### src/rtl/nand_seq_pkg.sv
package nand_seq_pkg;
  localparam logic [7:0] OP_READ      = 8'h00;
  localparam logic [7:0] OP_READSTART = 8'h30;
  localparam logic [7:0] OP_STATUS    = 8'h70;
  localparam logic [7:0] OP_RESET     = 8'hFF;
  localparam logic [7:0] OP_ERASE1    = 8'h60;
  localparam logic [7:0] OP_ERASE2    = 8'hD0;
  localparam logic [7:0] OP_SEQIN     = 8'h80;
  localparam logic [7:0] OP_PROG      = 8'h10;

  typedef enum logic [3:0] {
    ST_IDLE, ST_CMD, ST_COL0, ST_COL1, ST_PG0, ST_PG1, ST_PG2,
    ST_REL, ST_CONF, ST_WAIT, ST_STAT, ST_POLL, ST_DONE
  } seqState_e;

  typedef enum logic [2:0] {
    SEL_OP, SEL_COL0, SEL_COL1, SEL_PG0, SEL_PG1, SEL_PG2, SEL_CONF, SEL_STAT
  } byteSel_e;

  typedef struct packed {
    logic     loadReq;
    logic     loadDly;
    logic     countEn;
    byteSel_e sel;
  } seqStrb_t;
endpackage

### src/rtl/nand_seq_dp.sv
module nand_seq_dp
  import nand_seq_pkg::*;
#(
  parameter int COL_W = 16,
  parameter int PAGE_W = 24,
  parameter int DLY_W = 16,
  parameter int READY_BIT = 6
) (
  input  logic              clk,
  input  logic              rstN,
  input  seqStrb_t          strb,
  input  logic              usTick,
  input  logic [7:0]        reqOpcode,
  input  logic              reqHasCol,
  input  logic [COL_W-1:0]  reqColumn,
  input  logic              reqHasPage,
  input  logic [PAGE_W-1:0] reqPage,
  input  logic              reqBig,
  input  logic              reqWide16,
  input  logic [DLY_W-1:0]  reqDelayUs,
  input  logic [7:0]        statusByte,
  output logic [7:0]        busData,
  output logic              hasCol,
  output logic              hasPage,
  output logic              isBig,
  output logic              isNoWait,
  output logic              isRead,
  output logic              isReset,
  output logic              dlyZero,
  output logic              devReady
);
  localparam logic [7:0] READY_MASK = 8'(1 << READY_BIT);

  logic [7:0]        opR;
  logic [COL_W-1:0]  colR;
  logic [PAGE_W-1:0] pgR;
  logic [DLY_W-1:0]  delR;
  logic [DLY_W-1:0]  cnt;

  always_ff @(posedge clk) begin
    if (!rstN) begin
      opR <= '0; colR <= '0; pgR <= '0; delR <= '0;
      hasCol <= 1'b0; hasPage <= 1'b0; isBig <= 1'b0;
    end else if (strb.loadReq) begin
      opR     <= reqOpcode;
      colR    <= reqWide16 ? (reqColumn >> 1) : reqColumn;
      pgR     <= reqPage;
      delR    <= reqDelayUs;
      hasCol  <= reqHasCol;
      hasPage <= reqHasPage;
      isBig   <= reqBig;
    end
  end

  always_ff @(posedge clk) begin
    if (!rstN) cnt <= '0;
    else if (strb.loadDly) cnt <= delR;
    else if (strb.countEn && usTick && cnt != '0) cnt <= cnt - 1'b1;
  end

  assign dlyZero  = (cnt == '0);
  assign devReady = |(statusByte & READY_MASK);
  assign isRead   = (opR == OP_READ);
  assign isReset  = (opR == OP_RESET);
  assign isNoWait = (opR == OP_ERASE1) || (opR == OP_ERASE2) ||
                    (opR == OP_SEQIN) || (opR == OP_PROG);

  always_comb begin
    unique case (strb.sel)
      SEL_OP:   busData = opR;
      SEL_COL0: busData = colR[7:0];
      SEL_COL1: busData = colR[15:8];
      SEL_PG0:  busData = pgR[7:0];
      SEL_PG1:  busData = pgR[15:8];
      SEL_PG2:  busData = pgR[23:16];
      SEL_CONF: busData = OP_READSTART;
      SEL_STAT: busData = OP_STATUS;
      default:  busData = opR;
    endcase
  end


  dly_monotonic_chk: assert property (@(posedge clk) disable iff (!rstN)
    (strb.countEn && !strb.loadDly) |=> (cnt <= $past(cnt)));

  capture_idle_chk: assert property (@(posedge clk) disable iff (!rstN)
    !strb.loadReq |=> $stable(opR));
endmodule

### src/rtl/nand_seq_ctrl.sv
module nand_seq_ctrl
  import nand_seq_pkg::*;
(
  input  logic     clk,
  input  logic     rstN,
  input  logic     reqValid,
  input  logic     hasCol,
  input  logic     hasPage,
  input  logic     isBig,
  input  logic     isNoWait,
  input  logic     isRead,
  input  logic     isReset,
  input  logic     dlyZero,
  input  logic     devReady,
  output seqStrb_t strb,
  output logic     busy,
  output logic     busValid,
  output logic     busCle,
  output logic     busAle,
  output logic     busCe,
  output logic     busRead,
  output logic     done
);
  seqState_e state, nextState;

  always_ff @(posedge clk) begin
    if (!rstN) state <= ST_IDLE;
    else       state <= nextState;
  end

  always_comb begin
    nextState = state;
    strb = '{loadReq: 1'b0, loadDly: 1'b0, countEn: 1'b0, sel: SEL_OP};
    busValid = 1'b0; busCle = 1'b0; busAle = 1'b0; busRead = 1'b0; done = 1'b0;
    unique case (state)
      ST_IDLE: if (reqValid) begin
        strb.loadReq = 1'b1;
        nextState = ST_CMD;
      end
      ST_CMD: begin
        busValid = 1'b1; busCle = 1'b1;
        nextState = hasCol ? ST_COL0 : (hasPage ? ST_PG0 : ST_REL);
      end
      ST_COL0: begin
        busValid = 1'b1; busAle = 1'b1; strb.sel = SEL_COL0;
        nextState = ST_COL1;
      end
      ST_COL1: begin
        busValid = 1'b1; busAle = 1'b1; strb.sel = SEL_COL1;
        nextState = hasPage ? ST_PG0 : ST_REL;
      end
      ST_PG0: begin
        busValid = 1'b1; busAle = 1'b1; strb.sel = SEL_PG0;
        nextState = ST_PG1;
      end
      ST_PG1: begin
        busValid = 1'b1; busAle = 1'b1; strb.sel = SEL_PG1;
        nextState = isBig ? ST_PG2 : ST_REL;
      end
      ST_PG2: begin
        busValid = 1'b1; busAle = 1'b1; strb.sel = SEL_PG2;
        nextState = ST_REL;
      end
      ST_REL: begin
        if (isNoWait) nextState = ST_DONE;
        else if (isRead) nextState = ST_CONF;
        else begin
          strb.loadDly = 1'b1;
          nextState = ST_WAIT;
        end
      end
      ST_CONF: begin
        busValid = 1'b1; busCle = 1'b1; strb.sel = SEL_CONF;
        strb.loadDly = 1'b1;
        nextState = ST_WAIT;
      end
      ST_WAIT: begin
        strb.countEn = 1'b1;
        if (dlyZero) nextState = isReset ? ST_STAT : ST_DONE;
      end
      ST_STAT: begin
        busValid = 1'b1; busCle = 1'b1; strb.sel = SEL_STAT;
        nextState = ST_POLL;
      end
      ST_POLL: begin
        busRead = 1'b1;
        if (devReady) nextState = ST_DONE;
      end
      ST_DONE: begin
        done = 1'b1;
        nextState = ST_IDLE;
      end
      default: nextState = ST_IDLE;
    endcase
  end

  assign busy  = (state != ST_IDLE);
  assign busCe = busy;


  cle_ale_excl_chk: assert property (@(posedge clk) disable iff (!rstN)
    !(busCle && busAle));

  done_pulse_chk: assert property (@(posedge clk) disable iff (!rstN)
    done |=> !done);

  ce_drop_chk: assert property (@(posedge clk) disable iff (!rstN)
    done |=> !busCe);

  busy_hold_chk: assert property (@(posedge clk) disable iff (!rstN)
    (busy && !done) |=> busy);

  poll_qual_chk: assert property (@(posedge clk) disable iff (!rstN)
    busRead |-> (!busCle && !busAle && !busValid));
endmodule

### src/rtl/nand_cmd_seq.sv
module nand_cmd_seq
  import nand_seq_pkg::*;
#(
  parameter int COL_W = 16,
  parameter int PAGE_W = 24,
  parameter int DLY_W = 16,
  parameter int READY_BIT = 6
) (
  input  logic              clk,
  input  logic              rstN,
  input  logic              usTick,
  input  logic              reqValid,
  input  logic [7:0]        reqOpcode,
  input  logic              reqHasCol,
  input  logic [COL_W-1:0]  reqColumn,
  input  logic              reqHasPage,
  input  logic [PAGE_W-1:0] reqPage,
  input  logic              reqBig,
  input  logic              reqWide16,
  input  logic [DLY_W-1:0]  reqDelayUs,
  input  logic [7:0]        statusByte,
  output logic              busy,
  output logic              busValid,
  output logic [7:0]        busData,
  output logic              busCle,
  output logic              busAle,
  output logic              busCe,
  output logic              busRead,
  output logic              done
);
  seqStrb_t strb;
  logic hasCol, hasPage, isBig, isNoWait, isRead, isReset, dlyZero, devReady;

  nand_seq_ctrl u_ctrl (
    .clk, .rstN, .reqValid, .hasCol, .hasPage, .isBig, .isNoWait, .isRead,
    .isReset, .dlyZero, .devReady, .strb, .busy, .busValid, .busCle,
    .busAle, .busCe, .busRead, .done
  );

  nand_seq_dp #(
    .COL_W(COL_W), .PAGE_W(PAGE_W), .DLY_W(DLY_W), .READY_BIT(READY_BIT)
  ) u_dp (
    .clk, .rstN, .strb, .usTick, .reqOpcode, .reqHasCol, .reqColumn,
    .reqHasPage, .reqPage, .reqBig, .reqWide16, .reqDelayUs, .statusByte,
    .busData, .hasCol, .hasPage, .isBig, .isNoWait, .isRead, .isReset,
    .dlyZero, .devReady
  );
endmodule

### config.mk
export PLATFORM = sky130hd
export DESIGN_NAME = nand_cmd_seq
export DESIGN_NICKNAME = d
export VERILOG_FILES = /design/src/rtl/nand_seq_pkg.sv /design/src/rtl/nand_seq_dp.sv /design/src/rtl/nand_seq_ctrl.sv /design/src/rtl/nand_cmd_seq.sv
export SDC_FILE = /design/constraint.sdc
export NUM_CORES = 1
export LEC_CHECK = 0
export BUFFER_PORTS_ARGS = -buffer_cell sky130_fd_sc_hd__buf_2
export CAP_MARGIN = 20
export CELL_PAD_IN_SITES_DETAIL_PLACEMENT = 1
export CELL_PAD_IN_SITES_GLOBAL_PLACEMENT = 2
export CORE_MARGIN = 2
export CORE_UTILIZATION = 32
export DETAILED_ROUTE_END_ITERATION = 8
export PLACE_DENSITY_LB_ADDON = 0.15
export SKIP_CTS_REPAIR_TIMING = 1
export SLEW_MARGIN = 30
export SYNTH_ARGS = -nofsm -noshare
export SYNTH_HDL_FRONTEND = slang
export SYNTH_HIERARCHICAL = 1
export SYNTH_SLANG_ARGS = --single-unit
### constraint.sdc
create_clock -name clk -period 3.5 [get_ports clk]
set_input_delay 0.7 -clock clk [delete_from_list [all_inputs] [get_ports clk]]
set_output_delay 0.7 -clock clk [all_outputs]
set_load 0.05 [all_outputs]
[Word-level counts from Yosys, hierarchy flattened]
Index checks and enable logic that the tools add are counted.
Word-level totals
  register bits: 87
  word-level logic and storage cells: 79
Operators by class
  reduce and logical (&&, ||, !) cells: 16
  mux-type cells: 26
  equal/unequal tests: 27
  add/sub/neg operators: 1
Operator list (number)
  case mux 8 bit (8 select lines): 1
  two-way mux 16 bit: 3
  case mux 4 bit (12 select lines): 1
  == test 8 bit (second input constant): 3
  case mux 3 bit (7 select lines): 1
  == test 4 bit (second input constant): 5
  == test 4 x 3 -> 1 bit (second input constant): 4
  zero test 16 bit: 1
  two-way mux 4 bit: 4
  nonzero test 16 bit: 1
  subtractor 16 x 1 -> 16 bit (second input constant): 1
  == test 3 bit (second input constant): 4
  two-way mux 1 bit: 12
  == test 4 x 2 -> 1 bit (second input constant): 2
  == test 8 x 5 -> 1 bit (second input constant): 1
  == test 8 x 7 -> 1 bit (second input constant): 1
  zero test 8 bit: 1
  OR reduction 8 bit: 1
  == test 3 x 2 -> 1 bit (second input constant): 2
  two-way mux 3 bit: 2
  != test 2 bit (second input constant): 3
  OR reduction 5 bit: 1
  == test 4 x 1 -> 1 bit (second input constant): 1
  zero test 4 bit: 1
  other kinds (10): 13

[Depth between registers and ports, before layout]
Gate-level depths: netlist of run 1.
  depth after elaboration: 7
  depth in mapped cells: 10
  mapped depth without buffers: 10

[Cells and area by module]
The synthesis of run 1 kept the hierarchy.
By module, submodules not included
  nand_seq_dp: area an instance 4033.9 um2, cells an instance 451, times used 1
  nand_seq_ctrl: area an instance 486.7 um2, cells an instance 74, times used 1

[Worst setup path after synthesis of run 1]
Ideal clock, no wire load.
  kind: flip-flop to output port
  from: register u_ctrl.state[0]
  to: output busData[5]
  arrival: 2709 ps
  setup slack: 91 ps
  required time: 2800 ps
  cell stages (with the launch flop): 11
  cell sequence: dfxtp_1 -> buf_2 -> buf_2 -> nor2b_1 -> a21oi_1 -> o21ai_0 -> clkbuf_1 -> nand3b_1 -> a21oi_1 -> nor2_1 -> a32oi_1
RTL lines
  start: declaration: RTL line nand_seq_ctrl.sv:24  | seqState_e state, nextState;
  start signal: assignment: RTL line nand_seq_ctrl.sv:28  | else state <= nextState;
  end: declaration: RTL line nand_cmd_seq.sv:24  | output logic [7:0] busData,

==> flow_metrics.py, run 1 <==
metrics = {
    "yosys": {
        "synth.top_cell.area_share_pct": 38.5,
        "ys_ff_latch": 87,
        "async_reset_ff_share_pct": 0,
        "ys.flop_type": "dfxtp_1",
        "synthesis.area_um2": 4520,
        "synth_edf_count": 0,
        "synth_nets": 606,
        "yosys-top-cells-area": "dfxtp_1, mux2i_1, nor2_1",
        "synth.largest_area_cell": "dfxtp_1",
        "yosysWarnings": 6,
        "synth.distinct_cells": 63,
        "synth_seq_area_share_pct": 38.5,
        "synthCells": 525,
        "syn_avg_cell_area_um2": 8.61,
    },
    "finish": {
        "drive_gt1_share_pct": 22.8,
        "antenna_cells": 0,
        "final_cell_mix": "nor2_1, buf_2, dfxtp_1, mux2i_1, o21ai_0",
        "fillers": 1679,
        "final_common_cell": "nor2_1",
        "multi_input_area_um2": 2570,
        "seq_area_um2": 1750,
        "fin_nets": 685,
        "syn2layout_area_growth_pct": 21.9,
    },
    "sta": {
        "relSlewSlack_pct": 56.1,
        "holdWs_ns": 0.470,
        "finClkSkew_ns": 0.00916,
        "setup_ws_ns": 0.193,
        "finalCriticalPeriod_ns": 3.31,
        "worst_pin_slew_ns": 0.657,
        "drv_slew": 0,
        "setup_violations": 0,
        "period_share_pct": 94.5,
        "hold_viol": 0,
        "rsz0062_at_grt": "no",
        "max_freq_ghz": 0.302,
    },
    "clock_network": {
        "numCtsBuffers": 9,
        "clock_latency_ns": 0.35,
        "cts_root_buf": "clkbuf_16",
        "cts_buffer_depth": 2,
        "cts_tree": "yes",
        "h-tree-depth": 3,
        "cts_sinks": 87,
        "path_clk_slew_ns": 0.06,
    },
    "pwr": {
        "power.density_nw_per_um2": 871,
        "vdd_drop_max_mv": 0.495,
        "cellLeakagePower_nw": 2.25,
    },
    "global_routing": {
        "met2_usage_pct": 31.1,
        "first_global_vias": 4171,
        "overflow": 0,
        "grt_max_degree": 41,
        "grt_busiest_layer": "met2",
        "grtUsageMet1_pct": 24.1,
        "grt_pass1_wl_um": 21500,
        "grt.met3_usage_pct": 3.02,
        "grt_usage_pct": 18.6,
        "antenna_found_initial": 0,
    },
    "placement": {
        "place_ws_ns": 0.344,
        "gp_congestion": 0.815,
        "dp_hpwl_um": 9900,
        "io_buffers": 87,
    },
    "worst_setup_path": {
        "arrival_ns": 2.61,
        "path_cells": "inv_1 > nand2_1 > a21oi_1 > buf_12 > mux2_2 > a222oi_1 > nor2_1 > buf_2",
        "path_class": "reg2out",
        "setup.worst_path.start_class": "flop",
        "cp.required_ns": 2.80,
        "worst-path-buf-inv": 3,
        "endpoint_kind": "primary output",
        "path_delay_family": "compound AO/OA/AOI/OAI gates",
        "crit_slowest_cell": "dfxtp_4",
        "slowest_delay_ns": 0.40,
        "reg2reg_slack_ns": 0.73,
        "path_max_fanout": 22,
    },
    "route": {
        "final_antenna_net_count": 0,
        "wl_per_cell_um": 17.0,
        "drc": 0,
        "firstDrtPassIters": 5,
        "drtIter0Drc": 220,
        "vias": 4141,
        "wirelength_um": 13400,
        "routed_via_density": 5.28,
    },
    "job": {
        "drv_cap": 0,
    },
    "outcome": {
        "status": "complete, no violations",
    },
    "die": {
        "die_h_um": 123,
        "fp-row-count": 43,
        "coreArea_um2": 13800,
        "initial_utilization_pct": 32.7,
        "die_width_um": 123,
        "die_area_um2": 15100,
        "ios": 95,
    },
    "worst_hold_path": {
        "worstHoldPathType": "reg2reg",
    },
}
==> synth_stat cells (all sizes together) (9+ instances only) <==
cell type / n
clkbuf: 20
nand2: 16
nand2b: 12
dfxtp: 87
inv: 10
mux2i: 69
a21oi: 17
o21ai: 33
buf: 17
a211oi: 20
nand3: 9
nor2: 97
==> worst min-delay path, delay by kind of cell (launching register included) <==
| kind | cells | cell delay, ns |
|---|---|---|
| AND/OR/NAND/NOR | 1 | 0.06 |
| flip-flops | 1 | 0.31 |
| AO/OA/AOI/OAI | 1 | 0.05 |
==> report_power, final <==
group	total [mW]	internal, mW	switching, mW
Sequential	1.40	1.21	0.189
Clock	0.990	0.610	0.381
Combinational	2.41	0.891	1.52
Total	4.80	2.71	2.09
==> cell type report <==
| cell class | count | share of cell area (%) |
|---|---|---|
| sequential | 87 | 31.7 |
| tap | 180 | 4.09 |
| inverter | 13 | 0.954 |
| clock inverter | 2 | 1.09 |
| multi-input combinational | 388 | 46.7 |
| clock buffer | 10 | 4.16 |
| timing repair buffer | 105 | 11.3 |
==> worst paths after layout <==
check | start | end | cells past startpoint
worst max-delay path | u_ctrl/state[2] | busData[2] | 8
worst min-delay path | u_dp/colR[15] | u_dp/colR[15] | 2
worst max register to register | u_dp/opR[4] | u_dp/cnt[4] | 10
worst min register to register | u_dp/colR[15] | u_dp/colR[15] | 2
==> cell families after synthesis <==
family / synth area share [%]
xor gates and xnor gates: 0.388
AOI/OAI and AO/OA: 18.5
adders and majority gates: 0.277
buffers and inverters: 4.68
muxes: 16.8
and+or+nand+nor: 20.9
DFF: 38.5
==> through the flow <==
stage,utilization (%),setup TNS [ns],instance area (um2),power [mW],std cells
after global routing,39.9,0,5510,5.12,785
after detailed placement,37.6,0,5200,3.82,772
final,39.9,0,5510,4.80,785
after floorplan,-,0,4520,3.15,525
after CTS,39.7,-0.131,5490,4.84,784
after global placement,37.6,0,5200,3.78,772
==> state kept, by name, summed over array words and instances, names as in the netlist <==
register      count
u_dp/hasCol       1
u_dp/pgR         24
u_dp/cnt         16
u_dp/isBig        1
u_dp/colR        16
u_dp/hasPage      1
u_dp/delR        16
u_ctrl/state      4
u_dp/opR          8
==> per-layer routing <==
layer	vias up	part of all wire, %
li1	2065	-
met3	12	3.5
met5	-	0
met4	0	1.3
met2	86	48
met1	1978	47
Power figures use the tool's default switching activity.
==> inputs of run 2 (changes only) <==
--- a/config.mk
+++ b/config.mk
@@ -10,12 +10,11 @@
 export CELL_PAD_IN_SITES_DETAIL_PLACEMENT = 1
 export CELL_PAD_IN_SITES_GLOBAL_PLACEMENT = 2
 export CORE_MARGIN = 2
-export CORE_UTILIZATION = 32
+export CORE_UTILIZATION = 31
 export DETAILED_ROUTE_END_ITERATION = 8
 export PLACE_DENSITY_LB_ADDON = 0.15
 export SKIP_CTS_REPAIR_TIMING = 1
 export SLEW_MARGIN = 30
 export SYNTH_ARGS = -nofsm -noshare
 export SYNTH_HDL_FRONTEND = slang
-export SYNTH_HIERARCHICAL = 1
 export SYNTH_SLANG_ARGS = --single-unit
==> run 2 against run 1 <==
Compared with the run above:
- register-to-register slack better by 0.41 ns
- count of clock-buffer cells in the layout increased by 1
- sequential power is 16% lower
- worst hold slack lost 0.013 ns
- largest power group is now registers
- design area shrank 7.7%
- sequential cell count unchanged
- utilization shrank 1.6 points
==> flow_metrics.py, run 2 <==
metrics = {
    "die": {
        "coreArea_um2": 13300,
        "initial_utilization_pct": 31.9,
        "die_width_um": 121,
        "ios": 95,
        "die_h_um": 121,
        "fp-row-count": 42,
        "die_area_um2": 14600,
    },
    "sta": {
        "finalSetupTns_ns": 0,
        "finalCriticalPeriod_ns": 3.24,
        "rsz0062_at_grt": "no",
        "period_share_pct": 92.4,
        "setup_violations": 0,
        "relSlewSlack_pct": 43.5,
        "hold_viol": 0,
        "worst_pin_slew_ns": 0.840,
        "finClkSkew_ns": 0.00695,
        "drv_slew": 0,
        "max_freq_ghz": 0.309,
    },
    "placement": {
        "dp_hpwl_um": 9620,
        "gp_congestion": 0.775,
        "io_buffers": 87,
    },
    "yosys": {
        "yosysWarnings": 0,
        "ys.flop_type": "dfxtp_1",
        "yosysMostFrequentCell": "nand2_1",
        "synth.distinct_cells": 56,
        "ys_ff_latch": 87,
        "synth_nets": 623,
        "synth_commonest_cells": "nand2_1, dfxtp_1, a21oi_1, nor2_1, clkbuf_1",
        "synth_seq_area_share_pct": 41.1,
        "synthCells": 542,
        "yosys-top-cells-area": "dfxtp_1, nand2_1, a21oi_1",
        "async_reset_ff_share_pct": 0,
        "synth.top_cell.area_share_pct": 41.1,
        "synth_edf_count": 0,
        "synthesis.area_um2": 4240,
        "synth.largest_area_cell": "dfxtp_1",
        "syn_avg_cell_area_um2": 7.82,
    },
    "global_routing": {
        "grt_pass1_wl_um": 20700,
        "grt_max_degree": 59,
        "antenna_found_initial": 0,
        "grt_usage_pct": 18.1,
        "overflow": 0,
        "first_global_vias": 4090,
    },
    "worst_setup_path": {
        "crit_slowest_cell": "dfxtp_1",
        "rr_worst_depth": 5,
        "critical_path_depth": 7,
        "slowest_delay_ns": 0.63,
        "path_class": "reg2out",
        "setup.worst_path.start_class": "flop",
        "endpoint_kind": "primary output",
        "arrival_ns": 2.54,
        "cp.required_ns": 2.80,
        "worst-path-buf-inv": 2,
        "critPathLaunch": "u_ctrl.state[2]",
        "path_delay_family": "buffers and inverters",
        "path_cells": "buf_4 > nor2b_1 > a22oi_1 > nor2_1 > a21oi_1 > o21ai_0 > buf_2",
        "path_max_fanout": 15,
        "r2r-start": "u_ctrl.state[0]",
    },
    "pwr": {
        "power.density_nw_per_um2": 551,
        "cellLeakagePower_nw": 1.95,
        "vdd_drop_max_mv": 0.273,
    },
    "clock_network": {
        "cts_sinks": 87,
        "clock_latency_ns": 0.34,
        "h-tree-depth": 3,
        "numCtsBuffers": 9,
        "cts_tree": "yes",
        "cts_buffer_depth": 2,
        "path_clk_slew_ns": 0.06,
        "cts_root_buf": "clkbuf_16",
    },
    "worst_hold_path": {
        "holdPathStages": 2,
        "holdCritStartpoint": "u_dp.delR[4]",
        "worstHoldPathType": "reg2reg",
    },
    "finish": {
        "largest-register": "u_dp.pgR",
        "final_core_util_pct": 38.3,
        "final_common_cell": "nand2_1",
        "final_cell_mix": "nand2_1, buf_2, dfxtp_1, a21oi_1, nor2_1",
        "drive_gt1_share_pct": 20.7,
        "antenna_cells": 0,
        "syn2layout_area_growth_pct": 20.1,
        "fin_nets": 690,
        "largest_reg_flops": 24,
    },
    "outcome": {
        "status": "complete, no violations",
    },
    "route": {
        "wl_per_cell_um": 16.1,
        "firstDrtPassIters": 4,
        "final_antenna_net_count": 0,
        "vias": 4094,
        "drc": 0,
        "drtIter0Drc": 143,
        "wirelength_um": 12700,
        "routed_via_density": 5.18,
    },
    "job": {
        "drv_cap": 0,
    },
}
[run 2: changes by cell type in the layout (fill, tap and decap cells not counted), sizes merged, moves of 8 or more]
cell,change
a21oi,+54
nor2,-54
buf,-8
nand2b,-8
mux2i,-45
nand2,+97
[run 2: path summary, 6_finish.rpt]
| kind | endpoint | slack [ns] |
|---|---|---|
| worst max-delay path | busData[4] | 0.26 |
| worst min-delay path | u_dp.delR[4] | 0.46 |
| worst max register to register | u_dp.cnt[8] | 1.14 |
| worst min register to register | u_dp.delR[4] | 0.46 |
[run 2: layout make-up]
type                       count  area, um2
fill                        1663       8210
sequential                    87       1740
tap                          176        220
clock inverter                 5       31.3
timing repair buffer          97        523
multi-input combinational    405       2300
clock buffer                  11        243
inverter                       9       33.8
[run 2: worst reg2reg max path: stages (launching register included)]
cell and delay [ns]:
dfxtp_1 0.72, and4bb_2 0.44, and3_1 0.36, nand3_1 0.17
or3_1 0.32, a311oi_1 0.26
[run 2: power breakdown]
group | internal [mW] | total (mW) | switching [mW]
clock network | 0.499 | 0.897 | 0.397
registers | 1.09 | 1.18 | 0.0926
logic | 0.247 | 0.725 | 0.477
[run 2: layer usage]
layer	share of wire, %	wire length (um)	GRT usage (%)	vias to the layer above
li1	-	-	-	2043
met1	47	5920	22.9	1976
met2	49	6170	30.6	67
met3	3.5	444	4.65	8
met4	1.2	153	4.51	0
met5	0	0	0	-
[run 2: cell families (layout without fill, tap and decap cells)]
kind of cell	count (synthesis)	after routing	share of synthesized area, %
adder cells (fa/ha/maj)	1	1	0.295
AO/OA/AOI/OAI	152	152	21.6
AND/OR/NAND/NOR	216	216	24.1
flip-flops	87	87	41.1
buffers and inverters	50	122	4.73
multiplexers	24	24	5.67
XOR/XNOR	12	12	2.48
[run 2: stage by stage]
| stage | power [mW] | cells | area (um2) | worst slack, ns | hold slack [ns] |
|---|---|---|---|---|---|
| after floorplan | 1.71 | 542 | 4240 | 0.263 | 0.432 |
| after global placement | 1.92 | 774 | 4810 | 0.695 | 0.447 |
| after detailed placement | 1.94 | 774 | 4810 | 0.661 | 0.448 |
| after CTS | 2.86 | 790 | 5090 | 0.279 | 0.457 |
| after global routing | 2.98 | 790 | 5090 | 0.0698 | 0.480 |
| final | 2.80 | 790 | 5090 | 0.265 | 0.457 |
==> inputs of run 3 (changes only) <==
--- a/config.mk
+++ b/config.mk
@@ -12,7 +12,7 @@
 export CORE_MARGIN = 2
 export CORE_UTILIZATION = 31
 export DETAILED_ROUTE_END_ITERATION = 8
-export PLACE_DENSITY_LB_ADDON = 0.15
+export PLACE_DENSITY_LB_ADDON = 0.08
 export SKIP_CTS_REPAIR_TIMING = 1
 export SLEW_MARGIN = 30
 export SYNTH_ARGS = -nofsm -noshare
==> run 3 against run 2 <==
Compared with the run above:
- sequential power hardly changed
- routed wire length rose by 0.21%
- non-clock buffer count decreased by 3
- first-iteration DRC count up 7.0%
- fmax grew 0.96%
- critical endpoint unchanged
- largest cell class unchanged
==> flow_metrics.py, run 3 (synthesis results as in run 2) <==
metrics = {
    "worst_setup_path": {
        "path_max_fanout": 19,
        "path_class": "reg2out",
        "cp.required_ns": 2.80,
        "slowest_delay_ns": 0.71,
        "path_cells": "buf_4 > nor2b_1 > a22oi_1 > nor2_1 > a21oi_1 > o21ai_0 > buf_2",
        "endpoint_kind": "primary output",
        "setup.worst_path.start_class": "flop",
        "crit_slowest_cell": "dfxtp_1",
        "arrival_ns": 2.50,
        "worst-path-buf-inv": 2,
        "path_delay_family": "flip-flops",
    },
    "route": {
        "routed_via_density": 5.09,
        "vias": 3998,
        "routed-wl-met2_um": 5670,
        "dr_wl_met3_um": 344,
        "wl_per_cell_um": 16.2,
        "drc": 0,
        "wirelength_um": 12700,
        "met1_length_um": 6530,
        "routed.top_layer": "met4",
        "firstDrtPassIters": 4,
        "drtIter0Drc": 153,
        "final_antenna_net_count": 0,
    },
    "clock_network": {
        "cts_sinks": 87,
        "h-tree-depth": 3,
        "cts_tree": "yes",
        "numCtsBuffers": 9,
        "path_clk_slew_ns": 0.06,
        "cts_buffer_depth": 2,
        "cts_root_buf": "clkbuf_16",
        "clock_latency_ns": 0.35,
    },
    "sta": {
        "setup_ws_ns": 0.296,
        "finalSetupTns_ns": 0,
        "max_freq_ghz": 0.312,
        "hold_viol": 0,
        "worst_pin_slew_ns": 0.892,
        "drv_slew": 0,
        "period_share_pct": 91.6,
        "setup_violations": 0,
        "finClkSkew_ns": 0.00709,
        "finalCriticalPeriod_ns": 3.20,
        "relSlewSlack_pct": 40.5,
        "rsz0062_at_grt": "no",
        "holdWs_ns": 0.455,
    },
    "finish": {
        "fin_nets": 687,
        "final_cell_mix": "nand2_1, buf_2, dfxtp_1, a21oi_1, nor2_1",
        "final_common_cell": "nand2_1",
        "drive_gt1_share_pct": 20.3,
        "largest_reg_flops": 24,
        "syn2layout_area_growth_pct": 20.4,
        "largest-register": "u_dp.pgR",
        "antenna_cells": 0,
    },
    "die": {
        "die_h_um": 121,
        "die_width_um": 121,
        "coreArea_um2": 13300,
        "ios": 95,
        "die_area_um2": 14600,
        "fp-row-count": 42,
        "initial_utilization_pct": 31.9,
    },
    "placement": {
        "place_ws_ns": 0.656,
        "io_buffers": 87,
        "dp_hpwl_um": 9330,
        "gp_congestion": 0.796,
    },
    "global_routing": {
        "overflow": 0,
        "grt_max_degree": 60,
        "first_global_vias": 4092,
        "antenna_found_initial": 0,
        "grt_usage_pct": 18.3,
        "grt_pass1_wl_um": 21100,
    },
    "worst_hold_path": {
        "worstHoldPathType": "reg2reg",
    },
    "outcome": {
        "status": "complete, no violations",
    },
    "pwr": {
        "cellLeakagePower_nw": 1.95,
        "fin_total_pwr_mw": 2.88,
        "power.density_nw_per_um2": 565,
        "vdd_drop_max_mv": 0.240,
    },
    "job": {
        "drv_cap": 0,
    },
}
[run 3: power by group]
group | switching, mW | internal, mW | total [mW]
combinational | 0.470 | 0.244 | 0.714
sequential | 0.0947 | 1.09 | 1.18
clock | 0.417 | 0.569 | 0.986
[run 3: final timing paths]
kind | startpoint | endpoint | slack (ns) | depth (start not counted)
min reg2reg | u_dp.pgR[5] | u_dp.pgR[5] | 0.46 | 2
min | u_dp.pgR[5] | u_dp.pgR[5] | 0.46 | 2
max reg2reg | u_ctrl.state[3] | u_dp.cnt[8] | 0.90 | 5
max | u_ctrl.state[2] | busData[4] | 0.30 | 7
[run 3: layer usage]
| layer | vias to the layer above | track usage [%] |
|---|---|---|
| met4 | 0 | 5.67 |
| met2 | 55 | 28.4 |
| li1 | 2045 | - |
| met5 | - | 0 |
| met1 | 1888 | 26.2 |
| met3 | 10 | 2.82 |
[run 3: stage by stage]
stage / cells / cell area (um2) / util [%]
3_3_place_gp: 771 / 4800 / 36.1
3_5_place_dp: 771 / 4800 / 36.1
6_report: 786 / 5100 / 38.4
2_1_floorplan: 542 / 4240 / -
4_1_cts: 786 / 5100 / 38.4
5_1_grt: 786 / 5100 / 38.4
[run 3: final cells by class]
class | instances | area (um2)
Sequential cell | 87 | 1740
Clock buffer | 10 | 239
Multi-Input combinational cell | 405 | 2300
Tap cell | 176 | 220
Timing Repair Buffer | 94 | 513
Clock inverter | 5 | 58.8
Fill cell | 1635 | 8190
Inverter | 9 | 33.8
[run 3: tightest hold or removal path, delay by kind of cell, from the launching register on]
family	cells	cell delay [ns]
AO/OA/AOI/OAI	1	0.05
flip-flops	1	0.31
AND/OR/NAND/NOR	1	0.05
